`src/rtl/trace_pkt_pkg.sv`:
```
package trace_pkt_pkg;

    typedef enum logic [4:0] {
        PT_UNKNOWN    = 5'd0,
        PT_BRANCH     = 5'd1,
        PT_ALIGN      = 5'd2,
        PT_CYCCNT     = 5'd3,
        PT_ISYNC      = 5'd4,
        PT_TRIGGER    = 5'd5,
        PT_OOO_DATA   = 5'd6,
        PT_STORE_FAIL = 5'd7,
        PT_ISYNC_CC   = 5'd8,
        PT_OOO_PLACE  = 5'd9,
        PT_VMID       = 5'd10,
        PT_DATA       = 5'd11,
        PT_TSTAMP     = 5'd12,
        PT_DATA_SUPP  = 5'd13,
        PT_IGNORE     = 5'd14,
        PT_NOT_TRACED = 5'd15,
        PT_CTX_ID     = 5'd16,
        PT_EXC_EXIT   = 5'd17,
        PT_EXC_ENTRY  = 5'd18,
        PT_ATOM       = 5'd19
    } pkt_type_e;

    // alignment pattern: (SYNC_LEN-1) zero bytes then the closing byte
    localparam int        SYNC_LEN   = 5;
    localparam logic [7:0] SYNC_LAST = 8'h80;

    // instruction sync: info byte plus address bytes after the header/count
    localparam logic [2:0] ISYNC_TAIL = 3'd5;
    // maximum bytes in the cycle-count field
    localparam logic [2:0] CC_MAX     = 3'd5;

endpackage

```
`src/rtl/trace_hdr_classify.sv`:
```
module trace_hdr_classify
    import trace_pkt_pkg::*;
(
    input  logic [7:0] hdr,
    output pkt_type_e  kind
);
    always_comb begin
        if (hdr[0])                                   kind = PT_BRANCH;
        else if (hdr == 8'h00)                        kind = PT_ALIGN;
        else if (hdr == 8'h04)                        kind = PT_CYCCNT;
        else if (hdr == 8'h08)                        kind = PT_ISYNC;
        else if (hdr == 8'h0C)                        kind = PT_TRIGGER;
        else if ((hdr & 8'hF3) == 8'h20 || (hdr & 8'hF3) == 8'h40 ||
                 (hdr & 8'hF3) == 8'h60)              kind = PT_OOO_DATA;
        else if (hdr == 8'h50)                        kind = PT_STORE_FAIL;
        else if (hdr == 8'h70)                        kind = PT_ISYNC_CC;
        else if ((hdr & 8'hDF) == 8'h54 || (hdr & 8'hDF) == 8'h58 ||
                 (hdr & 8'hDF) == 8'h5C)              kind = PT_OOO_PLACE;
        else if (hdr == 8'h3C)                        kind = PT_VMID;
        else if ((hdr & 8'hD3) == 8'h02)              kind = PT_DATA;
        else if ((hdr & 8'hFB) == 8'h42)              kind = PT_TSTAMP;
        else if (hdr == 8'h62)                        kind = PT_DATA_SUPP;
        else if (hdr == 8'h66)                        kind = PT_IGNORE;
        else if ((hdr & 8'hEF) == 8'h6A)              kind = PT_NOT_TRACED;
        else if (hdr == 8'h6E)                        kind = PT_CTX_ID;
        else if (hdr == 8'h76)                        kind = PT_EXC_EXIT;
        else if (hdr == 8'h7E)                        kind = PT_EXC_ENTRY;
        else if ((hdr & 8'h81) == 8'h80)              kind = PT_ATOM;
        else                                          kind = PT_UNKNOWN;
    end
endmodule

```
`src/rtl/trace_gap_timer.sv`:
```
module trace_gap_timer #(
    parameter int GAP_LIMIT = 16
) (
    input  logic clk,
    input  logic rst_n,
    input  logic byte_vld,
    input  logic gap_tick,
    output logic expired
);
    localparam int CNT_W = $clog2(GAP_LIMIT + 2);
    localparam logic [CNT_W-1:0] SAT = CNT_W'(GAP_LIMIT + 1);

    logic [CNT_W-1:0] cnt_d, cnt_q;

    always_comb begin
        cnt_d = cnt_q;
        if (byte_vld)                     cnt_d = '0;
        else if (gap_tick && cnt_q != SAT) cnt_d = cnt_q + 1'b1;
    end

    always_ff @(posedge clk or negedge rst_n) begin
        if (!rst_n) cnt_q <= '0;
        else        cnt_q <= cnt_d;
    end

    assign expired = (cnt_q == SAT);
endmodule

```
`src/rtl/trace_sync_detect.sv`:
```
module trace_sync_detect
    import trace_pkt_pkg::*;
(
    input  logic       clk,
    input  logic       rst_n,
    input  logic       byte_vld,
    input  logic [7:0] byte_in,
    output logic       hit
);
    localparam int HW = SYNC_LEN - 1;

    // entry 0 is the most recent byte
    logic [HW-1:0][7:0] hist_d, hist_q;

    always_comb begin
        hist_d = hist_q;
        if (byte_vld) hist_d = {hist_q[HW-2:0], byte_in};
    end

    always_ff @(posedge clk or negedge rst_n) begin
        if (!rst_n) hist_q <= '1;
        else        hist_q <= hist_d;
    end

    assign hit = byte_vld && (hist_q == '0) && (byte_in == SYNC_LAST);
endmodule

```
`src/rtl/trace_framer.sv`:
```
module trace_framer
    import trace_pkt_pkg::*;
#(
    parameter int DEPTH     = 16,
    parameter int GAP_LIMIT = 16,
    localparam int LEN_W    = $clog2(DEPTH + 1)
) (
    input  logic               clk,
    input  logic               rst_n,
    input  logic               byte_vld,
    input  logic [7:0]         byte_in,
    input  logic               gap_tick,
    output logic               pkt_done,
    output logic [4:0]         pkt_type,
    output logic [LEN_W-1:0]   pkt_len,
    output logic [8*DEPTH-1:0] pkt_bytes,
    output logic               pkt_err
);
    localparam int IDX_W = $clog2(DEPTH);
    localparam logic [LEN_W-1:0] FULL     = LEN_W'(DEPTH);
    localparam logic [LEN_W-1:0] SYNC_PKT = LEN_W'(SYNC_LEN);

    typedef struct packed {
        logic [DEPTH-1:0][7:0] bytes;
        logic [LEN_W-1:0]      len;
        pkt_type_e             ptype;
        logic                  cc_open;
        logic [2:0]            cc_cnt;
        logic [2:0]            remain;
        logic                  done;
        pkt_type_e             otype;
        logic [LEN_W-1:0]      olen;
        logic                  err;
    } st_t;

    st_t st_d, st_q;

    pkt_type_e        hdr_kind;
    logic             gap_expired;
    logic             sync_hit;
    logic [LEN_W-1:0] cur_len;
    logic [LEN_W-1:0] nxt_len;
    logic             fin;
    pkt_type_e        cur_kind;

    trace_hdr_classify u_cls (
        .hdr  (byte_in),
        .kind (hdr_kind)
    );

    trace_gap_timer #(.GAP_LIMIT(GAP_LIMIT)) u_gap (
        .clk      (clk),
        .rst_n    (rst_n),
        .byte_vld (byte_vld),
        .gap_tick (gap_tick),
        .expired  (gap_expired)
    );

    trace_sync_detect u_sync (
        .clk      (clk),
        .rst_n    (rst_n),
        .byte_vld (byte_vld),
        .byte_in  (byte_in),
        .hit      (sync_hit)
    );

    always_comb begin
        st_d     = st_q;
        st_d.done = 1'b0;
        st_d.err  = 1'b0;
        cur_len  = gap_expired ? '0 : st_q.len;
        nxt_len  = cur_len + 1'b1;
        fin      = 1'b0;
        cur_kind = (cur_len == '0) ? hdr_kind : st_q.ptype;

        if (byte_vld) begin
            if (sync_hit) begin
                // alignment pattern overrides any partial packet
                for (int i = 0; i < SYNC_LEN; i++) begin
                    st_d.bytes[i] = (i == SYNC_LEN - 1) ? SYNC_LAST : 8'h00;
                end
                st_d.len   = '0;
                st_d.done  = 1'b1;
                st_d.otype = PT_ALIGN;
                st_d.olen  = SYNC_PKT;
            end else if (cur_len == FULL) begin
                st_d.len = '0;
                st_d.err = 1'b1;
            end else begin
                st_d.bytes[cur_len[IDX_W-1:0]] = byte_in;
                if (cur_len == '0) begin
                    st_d.ptype = hdr_kind;
                    unique case (hdr_kind)
                        PT_BRANCH:   fin = ~byte_in[7];
                        PT_ALIGN:    fin = 1'b0;
                        PT_ISYNC: begin
                            st_d.cc_open = 1'b0;
                            st_d.remain  = ISYNC_TAIL;
                        end
                        PT_ISYNC_CC: begin
                            st_d.cc_open = 1'b1;
                            st_d.cc_cnt  = '0;
                        end
                        default:     fin = 1'b1;
                    endcase
                end else begin
                    unique case (st_q.ptype)
                        PT_BRANCH: fin = ~byte_in[7];
                        PT_ALIGN:  fin = (byte_in == SYNC_LAST);
                        PT_ISYNC, PT_ISYNC_CC: begin
                            if (st_q.cc_open) begin
                                if (!byte_in[7] || st_q.cc_cnt == CC_MAX - 3'd1) begin
                                    st_d.cc_open = 1'b0;
                                    st_d.remain  = ISYNC_TAIL;
                                end else begin
                                    st_d.cc_cnt = st_q.cc_cnt + 3'd1;
                                end
                            end else begin
                                st_d.remain = st_q.remain - 3'd1;
                                fin         = (st_q.remain == 3'd1);
                            end
                        end
                        default:   fin = 1'b1;
                    endcase
                end
                st_d.len = fin ? '0 : nxt_len;
                if (fin) begin
                    st_d.done  = 1'b1;
                    st_d.otype = cur_kind;
                    st_d.olen  = nxt_len;
                end
            end
        end
    end

    always_ff @(posedge clk or negedge rst_n) begin
        if (!rst_n) st_q <= '0;
        else        st_q <= st_d;
    end

    assign pkt_done  = st_q.done;
    assign pkt_type  = st_q.otype;
    assign pkt_len   = st_q.olen;
    assign pkt_bytes = st_q.bytes;
    assign pkt_err   = st_q.err;
endmodule

```
`config.mk`:
```
export PLATFORM = sky130hd
export DESIGN_NAME = trace_framer
export DESIGN_NICKNAME = d
export VERILOG_FILES = /design/src/rtl/trace_pkt_pkg.sv /design/src/rtl/trace_hdr_classify.sv /design/src/rtl/trace_gap_timer.sv /design/src/rtl/trace_sync_detect.sv /design/src/rtl/trace_framer.sv
export SDC_FILE = /design/constraint.sdc
export NUM_CORES = 1
export LEC_CHECK = 0
export BUFFER_PORTS_ARGS = -buffer_cell sky130_fd_sc_hd__buf_2
export CORE_ASPECT_RATIO = 1.75
export CORE_UTILIZATION = 55
export CTS_BUF_LIST = sky130_fd_sc_hd__clkbuf_16
export CTS_CLUSTER_SIZE = 8
export DETAILED_ROUTE_END_ITERATION = 10
export PLACE_DENSITY_LB_ADDON = 0.08
export RECOVER_POWER = 25
export SYNTH_ARGS = -nofsm -noshare
export SYNTH_HDL_FRONTEND = slang
export SYNTH_SLANG_ARGS = --single-unit
```
`constraint.sdc`:
```
create_clock -name clk -period 6 [get_ports clk]
set_input_delay 1.8 -clock clk [delete_from_list [all_inputs] [get_ports clk]]
set_output_delay 1.8 -clock clk [all_outputs]
set_load 0.03 [all_outputs]
```
==> After elaboration in Yosys (flattened, before gate mapping) <==
Index checks and enable logic that the tools add are counted.
{ "totals": {"register_bits": 194, "inputBits": 12, "out_inout_bits": 140, "word_cells": 158} }
{ "classes": {"add_sub_neg": 4, "magnitude_cmp": 2, "n_eq_ne": 41, "muxes": 53, "bitwise_logic": 3, "n_reduce_logical": 25} }
{ "ops": {"columns": ["op", "n"], "rows": [
  ["$bwmux W128", 1],
  ["$mux W5", 25],
  ["$eq A8 B7 Y1 const B", 7],
  ["$mux W45", 1],
  ["$mux W40", 1],
  ["$eq A7 B6 Y1 const B", 5],
  ["$mux W11", 3],
  ["$demux W8 S4", 1],
  ["$logic_not A32 Y1", 1],
  ["$eq A8 B4 Y1 const B", 2],
  ["$eq A5 B2 Y1 const B", 3],
  ["$mux W3", 5],
  ["$mux W7", 2],
  ["$eq A6 B5 Y1 const B", 2],
  ["$mux W12", 1],
  ["$add A5 B1 Y5 const B", 2],
  ["$eq A5 B1 Y1 const B", 2],
  ["$eq A5 B3 Y1 const B", 2],
  ["$eq A5 B4 Y1 const B", 2],
  ["$eq A5 B5 Y1 const B", 2],
  ["$eq A8 B3 Y1 const B", 1],
  ["$eq A8 B6 Y1 const B", 1],
  ["$eq A8 B8 Y1 const B", 1],
  ["$logic_not A8 Y1", 1],
  ["other kinds (30)", 54]
]} }

==> Longest topological paths before layout <==
{ "logic_depth": {"word_depth": 31, "ltp_mapped": 12, "mapped_depth_nobuf": 11} }

==> Hierarchy <==
Synthesis repeated with hierarchy kept, for this count alone.
{ "hier_totals": {"cells_unflattened": 856, "area_unflattened_um2": 9877.0} }
{ "by_module_without_submodules": {"columns": ["module", "n_inst", "cells_per_inst", "area_each_um2", "seq_area_each_um2"], "rows": [
  ["trace_framer", 1, 702, 7921.3, 3928.8],
  ["trace_sync_detect", 1, 83, 1351.3, 840.8],
  ["trace_hdr_classify", 1, 44, 332.8, 0.0],
  ["trace_gap_timer", 1, 27, 271.5, 125.1]
]} }

==> Least setup slack after synthesis <==
OpenSTA, ideal clock, no wires.
{ "synth_path": {"kind": "input to register", "startpoint": "input byte_in[2]", "endpoint": "register st_q (netlist bit pkt_bytes[10])", "setup_time_ns": 0.121, "arrival_ns": 3.617, "required_ns": 5.879, "setup_slack_ns": 2.263, "cell_stages": 9, "n_path_buf": 3, "path_cell_list": "buf_2 nor4b_1 nand4_1 or4_1 and3_1 buf_6 and3_1 buf_6 a22o_1"} }
{ "synth_via": {"elab_chain_cells": 4, "word_cells_on_any_way": 7, "classes_between": "eq/ne: 2; mux: 3; reduce/logical: 2"} }
{ "synth_rtl": {"columns": ["element", "line_no", "rtl"], "rows": [
  ["start: declaration", "trace_framer.sv:11", "input logic [7:0] byte_in,"],
  ["$eq A8 B8 Y1", "trace_sync_detect.sv:25", "assign hit = byte_vld && (hist_q == '0) && (byte_in == SYNC_LAST);"],
  ["$logic_and A1 B1 Y1", "trace_sync_detect.sv:25", null],
  ["$ne A2 B2 Y1 (no line)", null, null],
  ["$reduce_and A2 Y1 (no line)", null, null],
  ["end signal: assignment", "trace_framer.sv:138", "else st_q <= st_d;"],
  ["end: declaration", "trace_framer.sv:36", "st_t st_d, st_q;"]
]} }
Parallel ways exist; a longest one is shown, timed or not. The select of a mux whose other input is x is not followed.
A chain may end at the register's enable or synchronous reset.

==> Worst setup path after layout <==
{ "layout_path": {"startpoint": "input byte_in[2]", "endpoint": "register st_q (netlist bit pkt_bytes[94])"} }
{ "layout_via": {"elab_chain_cells": 4} }
{ "layout_rtl": {"columns": ["element", "line_no"], "rows": [
  ["$eq A8 B8 Y1", "trace_sync_detect.sv:25"],
  ["$logic_and A1 B1 Y1", "trace_sync_detect.sv:25"],
  ["$not A1 Y1 (no line)", null],
  ["$reduce_and A3 Y1 (no line)", null]
]} }
No other way between the ends.

==> results.txt <==
----------------------------------------------------
[Clock network]
  Clock latency at the later pin of the worst-skew pair ... approximately 0.43 ns
  Root Driver ... sky130_fd_sc_hd__clkbuf_16
  Hold_buf cts ... 0
  Clk slew on worst S/H paths ... roughly 0.07 ns
  Inserted Clock Buffers ... 17
  H-Tree Depth ... 4
  Number of clock sinks ... just under 200
  Maximum buffer depth of the clock tree ... 2
  Total of cells resized after clock tree synthesis ... 0
  Number of buffers added for setup after CTS ... 0
  TritonCTS clock tree ... done

[Yosys]
  Share of the synthesized area in compound gates (AO/OA/AOI/OAI) ... 0.08756
  Share of async-settable or async-resettable flops after synthesis ... 1.000
  Top cells by area in the synthesized netlist ... sky130_fd_sc_hd__dfrtp_1 (43%), sky130_fd_sc_hd__mux2_2 (15%), sky130_fd_sc_hd__buf_4 (11%)
  Synthesized-area fraction occupied by and/or/nand/nor cells ... 0.08303
  Synth top cells by count ... sky130_fd_sc_hd__dfrtp_1 (162), sky130_fd_sc_hd__buf_4 (139), sky130_fd_sc_hd__mux2_2 (122)
  FF+latch count, synth ... 194
  Xor-xnor portion of the synthesized cell area ... 0.008383
  Mapped Area ... ~9400 um^2
  Area fraction of the dominant cell type after synthesis ... 0.4311
  Yosys warning count ... 0
  Top flip-flop cell by instance count after synthesis ... sky130_fd_sc_hd__dfrtp_1
  Combinational family with the most area after synthesis ... multiplexers
  Cell accounting for the most synthesized area ... sky130_fd_sc_hd__dfrtp_1
  Post-Syn Nets ... 799
  Most frequently used cell type in the post-synthesis netlist ... sky130_fd_sc_hd__dfrtp_1
  Synth unique cells ... 62
  Number of standard cells after synthesis ... 777
  Part of the Yosys area used for sequential elements ... 0.5206
  Area share of fa/ha/maj cells after synthesis ... 0.01331
  Number of synthesized flops with an enable pin ... 0
  Average instance area after synthesis ... between 10 and 15 um^2
  Post-synthesis mux area share ... 0.1482

[Die]
  Overall die height ... 175.0 um
  Die outline area ... 17640 um^2
  Initial core utilization ... 0.5664
  Boundary pin count ... approximately 150
  Placement Rows ... 62
  Chip width ... 100.8 um
  Core Footprint ... roughly 17000 um^2

[Worst setup path]
  CP max-delay cell ... sky130_fd_sc_hd__nor4_2
  Cells along the critical path ... buf_2 > nor4b_1 > nand4_1 > or4_1 > nand3_2 > nor4_2 > mux2_2
  Type of origin of the critical path ... primary input
  Endpoint kind of the worst setup timing path ... flop
  Largest fanout on the critical path ... 28
  Data arrival time at the worst-slack endpoint ... between 4 and 5 ns
  Crit path kind ... primary input to flop
  Worst stage delay on the critical path ... roughly 1.1 ns
  Required time of the critical path ... around 6.3 ns

[Drt]
  Antenna-violating nets left ... 0
  Total iterations of the first detailed-routing run ... 5
  Via/cell ratio ... around 5.8
  DRC violation count after routing ... 0
  Iteration-0 DRC Markers ... ~250
  Wirelength, routed ... between 20 and 25 mm
  Detailed-route via count ... 5841
  Detail-routed net length per standard cell ... between 20 and 25 um

[Flow run]
  Max-cap viol count ... 1

[Status]
  Violations in the final reports ... max-capacitance violations, max-slew violations
  Status ... complete, but fails checks

[Timing]
  Final setup skew ... about 0.014 ns
  Worst slew slack as a fraction of its limit ... -1.065
  Final critical delay including setup and external delays ... roughly 4.4 ns
  Setup ws final ... between 1.5 and 2 ns
  Post-Route Setup TNS ... 0 ns
  Period utilisation layout ... 0.7290
  Max Transition Viols Final ... between 100 and 150
  Worst-Margin Slew ... roughly 3.1 ns
  Setup-violating endpoint count in the final report ... 0
  Max frequency ... 228.6 MHz
  Final hold violation count ... 0
  Unrepaired setup endpoints after global routing ... no

[Placement]
  Detailed placer's ending HPWL ... 13.66 mm
  Setup slack after placement ... 1.156 ns
  Cell area after placement ... about 9000 um^2
  GPL Wtd Cong ... about 0.85
  I/O Buffers ... 151

[Global route]
  Gr usage total ... 0.2460
  Global-route wire length before repair ... between 30 and 40 mm
  Remaining global-route overflow ... 0
  Number of antenna violations at the first check in global routing ... 0
  Vias in the first global route ... between 6000 and 7000
  Largest net degree at the start of global routing ... around 130

[Power and ir drop]
  Leakage dissipation ... ~4.9 nW
  Worst supply voltage drop on vdd ... around 0.18 mV
  Power density over the cells ... around 410 nW/um^2

[Cells and area]
  Fillcell total ... 1402
  Share of cells above drive strength 1 ... 0.4545
  Post-layout instance area ... between 9000 and 10000 um^2
  Layout net count ... 790
  Number of diodes ... 0
  Layout-stage area growth over the synthesis result ... 4.338%

[Worst hold path]
  Worst min-delay path category ... flop to flop

----------------------------------------------------
## cell type report
class / instances / area, um^2 / share of cell area
inverters: 18 / 67.56 / 0.006887
clock inverters: 15 / 163.9 / 0.01671
repair buffers: 154 / 777.0 / 0.07920
flip-flops and latches: 194 / 4895 / 0.4989
clock buffers: 17 / 425.4 / 0.04336
multi-input cells: 383 / 3202 / 0.3264
well taps: 224 / 280.3 / 0.02857
## flip-flops by register name, summed over array words and instances, names as in the netlist
name and count:
pkt_bytes 128, u_sync.hist_q 32, st_q 17, pkt_len 5, pkt_type 5, u_gap.cnt_q 5
pkt_done 1, pkt_err 1
## routing by layer
layer / vias up / GRT usage / share of wire
met5: - / 0 / 0
met3: 30 / 0.04120 / 0.049
met4: 0 / 0.09903 / 0.023
met2: 221 / 0.4178 / 0.52
met1: 2985 / 0.3094 / 0.40
li1: 2605 / - / -
## power breakdown
group | leakage [nW] | internal (W) | total [W] | switching, W
Sequential | 2.50 | 0.00159 | 0.00178 | 0.000185
Clock | 0.285 | 0.000560 | 0.00112 | 0.000556
Combinational | 2.11 | 0.000400 | 0.00117 | 0.000773
Total | 4.89 | 0.00255 | 0.00407 | 0.00151
## worst paths after layout
path	from	end	slack, ns	cells past startpoint
setup / recovery	byte_in[2]	pkt_bytes[94]$_DFFE_PN0P_	1.63	7
hold / removal	pkt_type[4]$_DFFE_PN0P_	pkt_type[4]$_DFFE_PN0P_	0.49	1
setup reg to reg	u_gap.cnt_q[0]$_DFFE_PN0P_	pkt_bytes[94]$_DFFE_PN0P_	1.98	8
hold reg to reg	pkt_type[4]$_DFFE_PN0P_	pkt_type[4]$_DFFE_PN0P_	0.49	1
max in group asynchronous	rst_n	u_sync.hist_q[18]$_DFFE_PN1P_	1.79	2
min in group asynchronous	rst_n	u_gap.cnt_q[4]$_DFFE_PN0P_	2.33	1
## critical path, delay by kind of cell
family        cells  cell delay, ns
simple gates      5            1.88
mux               1            0.42
buf+inv           1            0.57
## cells in the final DEF, fill, tap and decap left out, drive strengths merged, types with 4 or more instances in the layout
cell type,n
dfrtp,162
buf,152
nor2,24
a21o,5
o21ai,13
xor2,5
mux2,122
a22o,32
o21a,5
nand2,24
o2bb2ai,4
and3,6
nor3,14
a21oi,12
clkbuf,19
inv,27
dfstp,32
nor4,13
nand3,18
nand4,9
nor2b,6
ha,10
xnor2,4
a32o,9
clkinv,4
o32ai,6
## through the flow
step           instances  hold WS, ns    util  power [W]
2_1_floorplan        777       0.4504       -   0.002862
3_3_place_gp         973       0.4609  0.5561   0.002953
3_5_place_dp         973       0.4734  0.5561   0.002986
4_1_cts             1005       0.4895  0.5916   0.004106
5_1_grt             1005       0.5029  0.5910   0.004274
6_report            1005       0.4867  0.5910   0.004068
## kinds of logic (layout without fill, tap and decap cells)
group / count (synthesis) / count (layout)
flops: 194 / 194
compound gates: 105 / 105
buf+inv: 200 / 204
mux: 124 / 124
simple gates: 135 / 135
xor+xnor: 9 / 9
fa+ha+maj: 10 / 10
(Power assumes the default switching activity.)
